===== src/rtl/rstseq_pkg.sv =====
package rstseq_pkg;
   localparam int unsigned NDOM     = 5;
   localparam int unsigned DOM_HOST = 0;
   localparam int unsigned DOM_MAC  = 1;
   localparam int unsigned DOM_PHY  = 2;
   localparam int unsigned DOM_GEN  = 3;
   localparam int unsigned DOM_KEEP = 4;

   // software reset reaches every domain except the retained one
   function automatic logic sw_hits(int unsigned d);
      return d != DOM_KEEP;
   endfunction

   // PHY reset requests reach the PHY domain only
   function automatic logic phy_hits(int unsigned d);
      return d == DOM_PHY;
   endfunction
endpackage


===== src/rtl/rst_stretch.sv =====
module rst_stretch #(
   parameter int unsigned HOLD_CYC = 4
) (
   input  logic clk,
   input  logic arst_n,
   input  logic trig,
   output logic rst_n
);
   localparam int unsigned CW = $clog2(HOLD_CYC + 1);
   localparam logic [CW-1:0] HOLD_V = CW'(HOLD_CYC);

   if (HOLD_CYC < 1) begin : g_bad_hold
      $error("HOLD_CYC must be at least 1");
   end

   logic [CW-1:0] cnt;
   logic          s1, s2, idle;

   assign idle  = (cnt == '0) && !trig;
   assign rst_n = s2;

   always_ff @(posedge clk or negedge arst_n) begin
      if (!arst_n) begin
         cnt <= HOLD_V;
         s1  <= 1'b0;
         s2  <= 1'b0;
      end else begin
         if (trig)
            cnt <= HOLD_V;
         else if (cnt != '0)
            cnt <= cnt - CW'(1);
         s1 <= idle;
         s2 <= s1 & !trig;
      end
   end

   // a synchronous trigger pulls the reset low at the next edge
   p_trig_asserts_r3 : assert property (@(posedge clk) disable iff (!arst_n)
      trig |=> !rst_n);

   // release only comes after the internal stage was already set
   p_release_staged_r2 : assert property (@(posedge clk) disable iff (!arst_n)
      $rose(rst_n) |-> $past(s1));
endmodule


===== src/rtl/cfg_reload_ctl.sv =====
module cfg_reload_ctl (
   input  logic clk,
   input  logic arst_n,
   input  logic restart,
   input  logic dom_ready,
   input  logic done,
   output logic req,
   output logic busy
);
   typedef enum logic [1:0] {CR_IDLE, CR_WAIT, CR_REQ} cr_e;
   cr_e st;

   always_ff @(posedge clk or negedge arst_n) begin
      if (!arst_n)
         st <= CR_WAIT;
      else if (restart)
         st <= CR_WAIT;
      else begin
         case (st)
            CR_WAIT: if (dom_ready) st <= CR_REQ;
            CR_REQ:  if (done)      st <= CR_IDLE;
            default: st <= st;
         endcase
      end
   end

   assign req  = (st == CR_REQ);
   assign busy = (st != CR_IDLE);

   // busy only ends after the loader reported done
   p_busy_end_r6 : assert property (@(posedge clk) disable iff (!arst_n)
      $fell(busy) |-> $past(done));

   // no request while the general domain is still held
   p_req_after_ready_r6 : assert property (@(posedge clk) disable iff (!arst_n)
      !dom_ready |=> !req);
endmodule


===== src/rtl/rst_merge_seq.sv =====
module rst_merge_seq #(
   parameter int unsigned HOLD_CYC = 4,
   parameter int unsigned STRAP_W  = 4
) (
   input  logic               clk,
   input  logic               por_n,
   input  logic               ext_rst_n,
   input  logic               sw_rst_wr,
   input  logic               pwr_phy_wr,
   input  logic               phy_ctl_wr,
   input  logic               cfg_done,
   input  logic               link_up,
   input  logic               guard_wr,
   input  logic [STRAP_W-1:0] straps_in,
   output logic               host_rst_n,
   output logic               mac_rst_n,
   output logic               phy_rst_n,
   output logic               gen_rst_n,
   output logic               keep_rst_n,
   output logic               pwr_phy_bit,
   output logic               phy_ctl_bit,
   output logic               cfg_req,
   output logic               cfg_busy,
   output logic               guard_ok,
   output logic               guard_err,
   output logic [STRAP_W-1:0] straps_q,
   output logic               xfer_en
);
   import rstseq_pkg::*;

   if (STRAP_W < 1) begin : g_bad_strap
      $error("STRAP_W must be at least 1");
   end

   logic            hard_n, sw_go, phy_go, phy_q, phy_rel;
   logic [NDOM-1:0] dom_n;

   assign hard_n = por_n & ext_rst_n;
   assign sw_go  = sw_rst_wr;
   assign phy_go = (pwr_phy_wr & ~pwr_phy_bit) | (phy_ctl_wr & ~phy_ctl_bit);

   for (genvar d = 0; d < NDOM; d++) begin : g_dom
      localparam logic SWH  = sw_hits(d);
      localparam logic PHYH = phy_hits(d);
      logic trig;
      assign trig = (SWH & sw_go) | (PHYH & phy_go);
      rst_stretch #(.HOLD_CYC(HOLD_CYC)) u_str (
         .clk   (clk),
         .arst_n(hard_n),
         .trig  (trig),
         .rst_n (dom_n[d])
      );
   end

   assign host_rst_n = dom_n[DOM_HOST];
   assign mac_rst_n  = dom_n[DOM_MAC];
   assign phy_rst_n  = dom_n[DOM_PHY];
   assign gen_rst_n  = dom_n[DOM_GEN];
   assign keep_rst_n = dom_n[DOM_KEEP];

   // PHY request bits clear themselves one edge after the PHY domain release
   always_ff @(posedge clk or negedge hard_n) begin
      if (!hard_n) begin
         phy_q       <= 1'b0;
         pwr_phy_bit <= 1'b0;
         phy_ctl_bit <= 1'b0;
      end else begin
         phy_q <= dom_n[DOM_PHY];
         if (pwr_phy_wr)   pwr_phy_bit <= 1'b1;
         else if (phy_rel) pwr_phy_bit <= 1'b0;
         if (phy_ctl_wr)   phy_ctl_bit <= 1'b1;
         else if (phy_rel) phy_ctl_bit <= 1'b0;
      end
   end
   assign phy_rel = dom_n[DOM_PHY] & ~phy_q;

   cfg_reload_ctl u_cfg (
      .clk      (clk),
      .arst_n   (hard_n),
      .restart  (sw_go),
      .dom_ready(dom_n[DOM_GEN]),
      .done     (cfg_done),
      .req      (cfg_req),
      .busy     (cfg_busy)
   );

   assign guard_ok = guard_wr & ~cfg_busy;

   always_ff @(posedge clk or negedge hard_n) begin
      if (!hard_n)                  guard_err <= 1'b0;
      else if (sw_go)               guard_err <= 1'b0;
      else if (guard_wr & cfg_busy) guard_err <= 1'b1;
   end

   always_ff @(posedge clk) begin
      if (!dom_n[DOM_KEEP]) straps_q <= straps_in;
   end

   assign xfer_en = dom_n[DOM_PHY] & ~pwr_phy_bit & ~phy_ctl_bit & link_up;

   // the MAC domain only falls on a software reset
   p_mac_sw_only_r4 : assert property (@(posedge clk) disable iff (!hard_n)
      $fell(mac_rst_n) |-> $past(sw_go));

   // a request bit clears only once the PHY domain is out of reset
   p_bits_clear_r5 : assert property (@(posedge clk) disable iff (!hard_n)
      ($fell(pwr_phy_bit) || $fell(phy_ctl_bit)) |-> phy_rst_n);

   // a refused write leaves the error flag set
   p_err_set_r7 : assert property (@(posedge clk) disable iff (!hard_n)
      (guard_wr && cfg_busy && !sw_go) |=> guard_err);

   // software reset never touches the retained domain
   p_keep_sw_r3 : assert property (@(posedge clk) disable iff (!hard_n)
      (sw_go && keep_rst_n) |=> keep_rst_n);
endmodule


===== config.mk =====
export PLATFORM = sky130hd
export DESIGN_NAME = rst_merge_seq
export DESIGN_NICKNAME = d
export VERILOG_FILES = /design/src/rtl/rstseq_pkg.sv /design/src/rtl/rst_stretch.sv /design/src/rtl/cfg_reload_ctl.sv /design/src/rtl/rst_merge_seq.sv
export SDC_FILE = /design/constraint.sdc
export NUM_CORES = 1
export LEC_CHECK = 0
export BUFFER_PORTS_ARGS = -buffer_cell sky130_fd_sc_hd__buf_4
export CORE_MARGIN = 1.5
export CORE_UTILIZATION = 58
export CTS_CLUSTER_DIAMETER = 200
export CTS_CLUSTER_SIZE = 16
export DETAILED_ROUTE_END_ITERATION = 16
export PLACE_DENSITY_LB_ADDON = 0.2
export SKIP_CTS_REPAIR_TIMING = 1
export SYNTH_ARGS = -nofsm -noshare
export SYNTH_HDL_FRONTEND = slang
export SYNTH_HIERARCHICAL = 1
export SYNTH_SLANG_ARGS = --single-unit

===== constraint.sdc =====
create_clock -name clk -period 3.76 [get_ports clk]
set_clock_uncertainty 0.1 [all_clocks]
set_input_delay 0.376 -clock clk [delete_from_list [all_inputs] [get_ports clk]]
set_output_delay 0.376 -clock clk [all_outputs]
set_load 0.02 [all_outputs]

-- Yosys cells after proc, flatten, opt, wreduce, memory -nomap -nowiden
Index checks and enable logic that the tools add are counted.
- register bits after elaboration: 35
- input port bits: 13
- output and inout port bits: 16
- logic and storage cells: 92
- add/sub/neg operators: 5
- equal/unequal tests: 4
- multiplexer cells: 17
- bitwise operators: 19
- reduce and logical (&&, ||, !) cells: 26
- operators by type and width (kind ; number):
    $mux 3 ; 8
    $reduce_bool 3->1 ; 6
    $reduce_bool 2->1 ; 8
    $logic_not 3->1 ; 5
    $sub 3x1->3 const B ; 5
    $and 1x1->1 ; 13
    $mux 2 ; 3
    $ne 3x3->1 const B ; 2
    $mux 1 ; 5
    $logic_and 1x1->1 ; 4
    $not 1->1 ; 4
    $pmux 2 s2 ; 1
    $reduce_and 3->1 ; 1
    $eq 2x1->1 const B ; 1
    $eq 2x2->1 const B ; 1
    $logic_not 1->1 ; 2
    $or 1x1->1 ; 2

-- Logic depth before layout (Yosys ltp)
Gate-level depths: netlist (run 1).
- depth in word-level cells: 6
- gate-level depth with buffers: 4
- gate-level depth less buffers: 4

-- Hierarchy
The synthesis (run 1) kept the hierarchy.
- modules (own cells, without submodules) (module ; instances ; cells an instance ; area an instance (um^2)):
    rst_stretch (g_dom[1].u_str ...) ; 4 ; 20 ; 247.7
    rst_merge_seq ; 1 ; 21 ; 299.0
    rst_stretch (g_dom[0].u_str) ; 1 ; 20 ; 242.7
    cfg_reload_ctl ; 1 ; 10 ; 102.6

-- Least setup slack after synthesis (run 1)
OpenSTA, ideal clock, no wires.
- path type: register -> output
- start point: reg u_cfg.st[1]
- end point: out guard_ok
- data arrival time: 1.046 ns
- setup slack: 2.238 ns
- cell stages (with the launch flop): 3
- path through: dfrtp_1 or2_1 nor2b_1
- word-level cells in the longest chain between the ends: 3
- ends and longest elaborated chain (element ; line ; source):
    start: declaration ; cfg_reload_ctl.sv:11 ; cr_e st;
    start signal: assignment ; cfg_reload_ctl.sv:22 ; default: st <= st;
    $reduce_bool 2->1 ; cfg_reload_ctl.sv:28 ; assign busy = (st != CR_IDLE);
    net cfg_busy ; rst_merge_seq.sv:23 ; output logic cfg_busy,
    $not 1->1 ; rst_merge_seq.sv:87 ; assign guard_ok = guard_wr & ~cfg_busy;
    $and 1x1->1 ; rst_merge_seq.sv:87 ;
    end: declaration ; rst_merge_seq.sv:24 ; output logic guard_ok,
The timed path passes the listed nets, and every way through them passes these cells.

-- Final worst setup path (run 1)
- start point: reg u_cfg.st[1]
- end point: out guard_ok
- word-level cells in the longest chain between the ends: 3
- ends and longest elaborated chain (element ; line):
    $reduce_bool 2->1 ; cfg_reload_ctl.sv:28
    $not 1->1 ; rst_merge_seq.sv:87
    $and 1x1->1 ; rst_merge_seq.sv:87
Every way passes these cells.

==> impl_results.md, run 1 <==
- Period utilization: between 40 and 50%
- Placed Cells: 197
- Worst r2r src: g_dom[1].u_str/cnt[0]
- Hpwl dp: 1.818 mm
- Non-filler cells, final: 205
- Vias per cell: around 5.2
- Initial core utilization: about three fifths
- Leading post-synthesis cells by cell area: dfrtp_1, dfstp_2, nor2b_1
- DRC violations left: 0
- Clock Pin Slew Worst Setup and Hold Paths: around 0.1 ns
- Core Box Area: between 0.002 and 0.003 sq mm
- P per Cell Area: ~630 mW/mm^2
- I/O Pins: 29
- Final setup TNS: 0 ns
- Worst min-delay path class: input pin to async pin
- FF+latch count, synth: 35
- First-pass GRT wire length: roughly 4.7 mm
- CTS Buf Count: 5
- Worst Path Max Fanout: 4
- Max clock buf depth: 2
- Final Max Tran Viols: 0
- ANT nets after route: 0
- CP arrival: 1.27 ns
- H-tree Lvls: 2
- Worst setup startpoint: u_cfg/st[1]
- CTS tree: built
- Die width: approximately 56 um
- Leak pwr: between 0.9 and 1 nW
- WHS: ~0.044 ns
- Worst VDD drop: ~0.54 mV
- TritonCTS sink count: 35
- Drt first pass iters: 4
- Port Buffer Count: 28
- # diodes: 0
- Routed vias: approximately 1100
- Die Y-Extent: between 50 and 60 um
- Share of cells above drive strength 1: about a third
- Root Buffer Master: clkbuf_4
- Post-route worst setup slack: between 2 and 2.5 ns
- DRT Wirelength: 2.589 mm
- Post-synthesis cell type count: 24
- DP Worst Slack: approximately 2.3 ns
- Initial DRC count: 25
- Critical path endpoint category: output port
- Final net count: 196
- Final Hold Vio Count: 0
- Routed WL per cell: around 13 um
- WP data required: approximately 3.3 ns
- Synthesized area: between 0.0015 and 0.002 sq mm
- Final min period: 1.747 ns
- Fmax: 572.5 MHz
- Std cell rows: 19
- WS Path Type: flop to output port
- RSZ-0062 raised after global routing: no
- Final Setup Violations: 0
- YS warnings: 6
- Max cap viols: 0
- Top-area cell type share of the netlist area: between 30% and 40%
- GRT Total Usage: roughly a fifth
- Yosys top cell by area: dfrtp_1
- Setup crit start kind: flop
- Placer Congestion: 0.7462
- Layout area overhead: 22.34%
- Total design power: about 0.0013 W
- Syn_area_per_cell: 12.48 sq um
- Commonest cells after routing, fill and taps aside: buf_4, dfrtp_1, nor2b_1
- Clk_lat worst skew: 0.33 ns
- Outcome: completed
- Vias in the first global route: between 1000 and 1500
- Most common cell after layout, fill and taps aside: buf_4
- Post-Syn Instances: 131
- Sequential share of the synthesized area: between 50 and 60%
- Initial antenna violation count: 0
- Die outline area: about 0.0031 sq mm
- Largest net degree at the start of global routing: 32
- Overflow after GRT: 0
-- through the flow --
step	util (%)	area, sq um
floorplan	-	1658
global placement	70.64	1914
detailed placement	70.64	1914
CTS	73.82	2001
global route	73.82	2001
finish	73.82	2001
-- layer usage --
metal / up-vias / track usage (%) / share of wire (%)
li1: 519 / - / -
met1: 514 / 22.71 / 43
met2: 32 / 31.09 / 49
met3: 4 / 8.837 / 6.8
met4: 0 / 10.88 / 1.9
met5: - / 0 / 0
-- cell usage after synthesis --
cell	n
o31ai_1	5
a221o_1	1
nor2b_4	4
and4_2	1
o21ai_1	1
nand4bb_1	5
dfrtp_1	25
or2_1	1
a211o_1	5
a21oi_1	1
ha_1	10
mux2_4	5
edfxtp_1	4
nor2b_1	23
nor2b_2	1
a21o_1	2
nand3b_1	1
nand2b_1	3
a21o_2	1
inv_1	13
conb_1	1
nor2_1	11
dfstp_2	6
and2_1	1
-- sequential cells by signal, indices dropped and copies added (netlist names) --
register           count
u_cfg/st               2
pwr_phy_bit            1
phy_ctl_bit            1
g_dom.u_str/s1         5
straps_q               4
g_dom.u_str/rst_n      5
phy_q                  1
g_dom.u_str/cnt       15
guard_err              1
-- worst paths after layout --
| check | endpoint | slack, ns | cells past startpoint |
|---|---|---|---|
| min in group clk | straps_q[0] | 0.12 | 1 |
| max reg2reg | g_dom[1].u_str/cnt[0] | 2.30 | 4 |
| min | g_dom[0].u_str/cnt[0] | 0.04 | 3 |
| max in group asynchronous | g_dom[3].u_str/cnt[2] | 3.19 | 3 |
| min reg2reg | phy_q | 0.34 | 0 |
| max | guard_ok | 2.01 | 3 |
-- cell families after synthesis --
kind of cell | after synthesis | share of synthesized area [%]
muxes | 5 | 4.591
adders and majority gates | 10 | 7.651
AOI/OAI and AO/OA | 16 | 7.650
DFF | 35 | 55.24
buffers and inverters | 13 | 2.984
other | 1 | 0.2293
and+or+nand+nor | 51 | 21.65
-- final cells by class --
| class | count | area [sq um] |
|---|---|---|
| timing repair buffer | 29 | 217.7 |
| inverter | 13 | 48.80 |
| tap | 31 | 38.79 |
| clock buffer | 6 | 51.30 |
| fill | 191 | 709.4 |
| clock inverter | 2 | 35.03 |
| multi-input combinational | 89 | 705.7 |
| sequential | 35 | 903.4 |
-- worst max-delay path, cell delays in order (launching register included) --
cell and delay [ns]:
dfrtp_1 0.42, or2_1 0.26, nor2b_1 0.11, buf_4 0.14
-- where the power goes --
group | total [W] | leakage [nW] | switching, W | internal (W)
Combinational | 0.000424 | 0.493 | 0.000198 | 0.000226
Clock | 0.000277 | 0.0482 | 0.000120 | 0.000157
Sequential | 0.000560 | 0.432 | 0.0000671 | 0.000493
Power figures use the tool's default switching activity.
==> inputs of run 2 (changes only) <==
- CORE_UTILIZATION: 58 -> 49
- clock period: 3.76 -> 1.5 ns (I/O delays scaled with it)
==> run 2 against run 1 <==
Against the previous run: global-route usage down 3.1 points; utilization down 5.7 points; clock power up 91%; design area up 5.6%; largest power group unchanged; total power up 140%; via count up 3.5%; final cell count up 13%; the flow now finishes with violations (negative setup slack); clock-buffer cell count up 1.
==> impl_results.md, run 2 (synthesized netlist as in run 1, its figures left out) <==
- Placed Cells: 212
- Setup crit start kind: flop
- Share of cells above drive strength 1: between 30 and 40%
- # diodes: 0
- Std cell rows: 20
- Vias in the first global route: approximately 1100
- DRT Wirelength: ~2.8 mm
- Commonest cells after routing, fill and taps aside: buf_4, dfrtp_1, nor2b_1
- Max reg flops: 15
- Root Buffer Master: clkbuf_4
- Combinational share of power: 35.8%
- Die width: 60.77 um
- Sequential cell area: ~900 sq um
- Placed cell area: a little under 0.002 sq mm
- Max clock buf depth: 2
- Final instance area: about 0.0021 sq mm
- Final Setup Violations: 1
- H-tree Lvls: 2
- TritonCTS sink count: 35
- Multi-input logic area: between 700 and 800 sq um
- Failing checks: negative setup slack
- Final net count: 209
- CTS tree: built
- Clock share of power: approximately 18%
- Register share of total power: between 40% and 50%
- Initial DRC count: 17
- Final min period: about 1.5 ns
- Psw: slightly below 0.001 W
- Die outline area: 0.003693 sq mm
- Die Y-Extent: roughly 61 um
- Core Box Area: approximately 0.0031 sq mm
- P per Cell Area: around 1400 mW/mm^2
- Max cap viols: 0
- Placer Congestion: a little under 0.7
- First-pass GRT wire length: 4.436 mm
- Layout area overhead: 29.23%
- Clk_lat worst skew: approximately 0.34 ns
- Largest net degree at the start of global routing: 21
- CTS Buf Count: 5
- WP data required: approximately 1.3 ns
- Drt first pass iters: 4
- Routed WL per cell: 11.94 um
- DRC violations left: 0
- I/O Pins: 29
- Initial antenna violation count: 0
- Filler Cells Inserted: between 200 and 250
- Overflow after GRT: 0
- Most common cell after layout, fill and taps aside: buf_4
- Worst min-delay path class: input pin to flop
- Routed vias: 1106
- Period utilization: 101.6%
- Worst VDD drop: a little over 0.8 mV
- Largest reg by FF count: g_dom.u_str/cnt
- CP arrival: approximately 1.3 ns
- Port Buffer Count: 28
- P_int: 0.002050 W
- Post-route worst setup slack: -0.02341 ns
- Leak pwr: around 1.0 nW
- Non-filler cells, final: 231
- Hpwl dp: about 1.9 mm
- WHS: roughly 0.024 ns
- Worst Path Max Fanout: 4
- ANT nets after route: 0
- Vias per cell: 4.788
- Fmax: 656.4 MHz
- Sw Share: 31.90%
- Initial core utilization: a little over half
- Outcome: finished with violations
- Final Max Tran Viols: 0
- WS Path Type: flop to output port
- Clock Pin Slew Worst Setup and Hold Paths: around 0.10 ns
- GRT Total Usage: about 17%
- RSZ-0062 raised after global routing: yes
- Critical path endpoint category: output port
- Fin util: between 60 and 70%
- Final Hold Vio Count: 0
## run 2: cell types whose count changed in the layout (fill, tap and decap cells not counted)
cell           before  now
dlygate4sd3_1       0   10
buf_4              29   32
bufinv_16           1    0
clkbuf_1            0    1
## run 2: power by group through the flow
stage	registers (W)	logic [W]	clock network, W
2_1_floorplan	0.00142	0.000778	0
3_3_place_gp	0.00140	0.000975	0
3_5_place_dp	0.00142	0.00105	0
4_1_cts	0.00141	0.00106	0.000552
5_1_grt	0.00144	0.00122	0.000580
6_report	0.00140	0.00108	0.000528
## run 2: path summary, 6_finish.rpt
kind | startpoint | to | slack (ns) | depth (start not counted)
worst max-delay path | u_cfg/st[1] | guard_ok | -0.02 | 3
worst min-delay path | cfg_done | u_cfg/st[1] | 0.02 | 3
worst max register to register | g_dom[0].u_str/cnt[0] | g_dom[0].u_str/cnt[0] | 0.09 | 4
worst min register to register | g_dom[2].u_str/rst_n | phy_q | 0.33 | 0
max in group asynchronous | ext_rst_n | g_dom[4].u_str/cnt[2] | 0.17 | 5
min in group asynchronous | por_n | g_dom[2].u_str/s1 | 0.29 | 4
## run 2: worst max-delay path, stage by stage (launching register included)
cell,delay (ns)
dfrtp_1,0.40
or2_1,0.25
nor2b_1,0.13
buf_4,0.15
## run 2: cell type report
class,count,area share [%]
Sequential cell,35,42.75
Multi-Input combinational cell,89,33.39
Timing Repair Buffer,42,16.10
Clock buffer,7,2.605
Tap cell,44,2.605
Inverter,13,2.309
Clock inverter,1,0.2368
## run 2: per-layer routing
layer  routed length [um]  vias to the layer above  global-route usage (%)
met5                    0                        -                       0
met4                   61                        0                   10.87
met3                  143                        7                   4.478
met2                 1346                       34                   28.42
met1                 1206                      520                   18.46
li1                     -                      545                       -
## run 2: stage by stage
| step | setup TNS [ns] | setup slack, ns | power (W) |
|---|---|---|---|
| finish | -0.02341 | -0.02341 | 0.003010 |
| global placement | 0 | 0.1619 | 0.002374 |
| CTS | -0.03072 | -0.03072 | 0.003022 |
| detailed placement | 0 | 0.1055 | 0.002477 |
| floorplan | 0 | 0.1607 | 0.002200 |
| global route | -0.09322 | -0.09322 | 0.003238 |
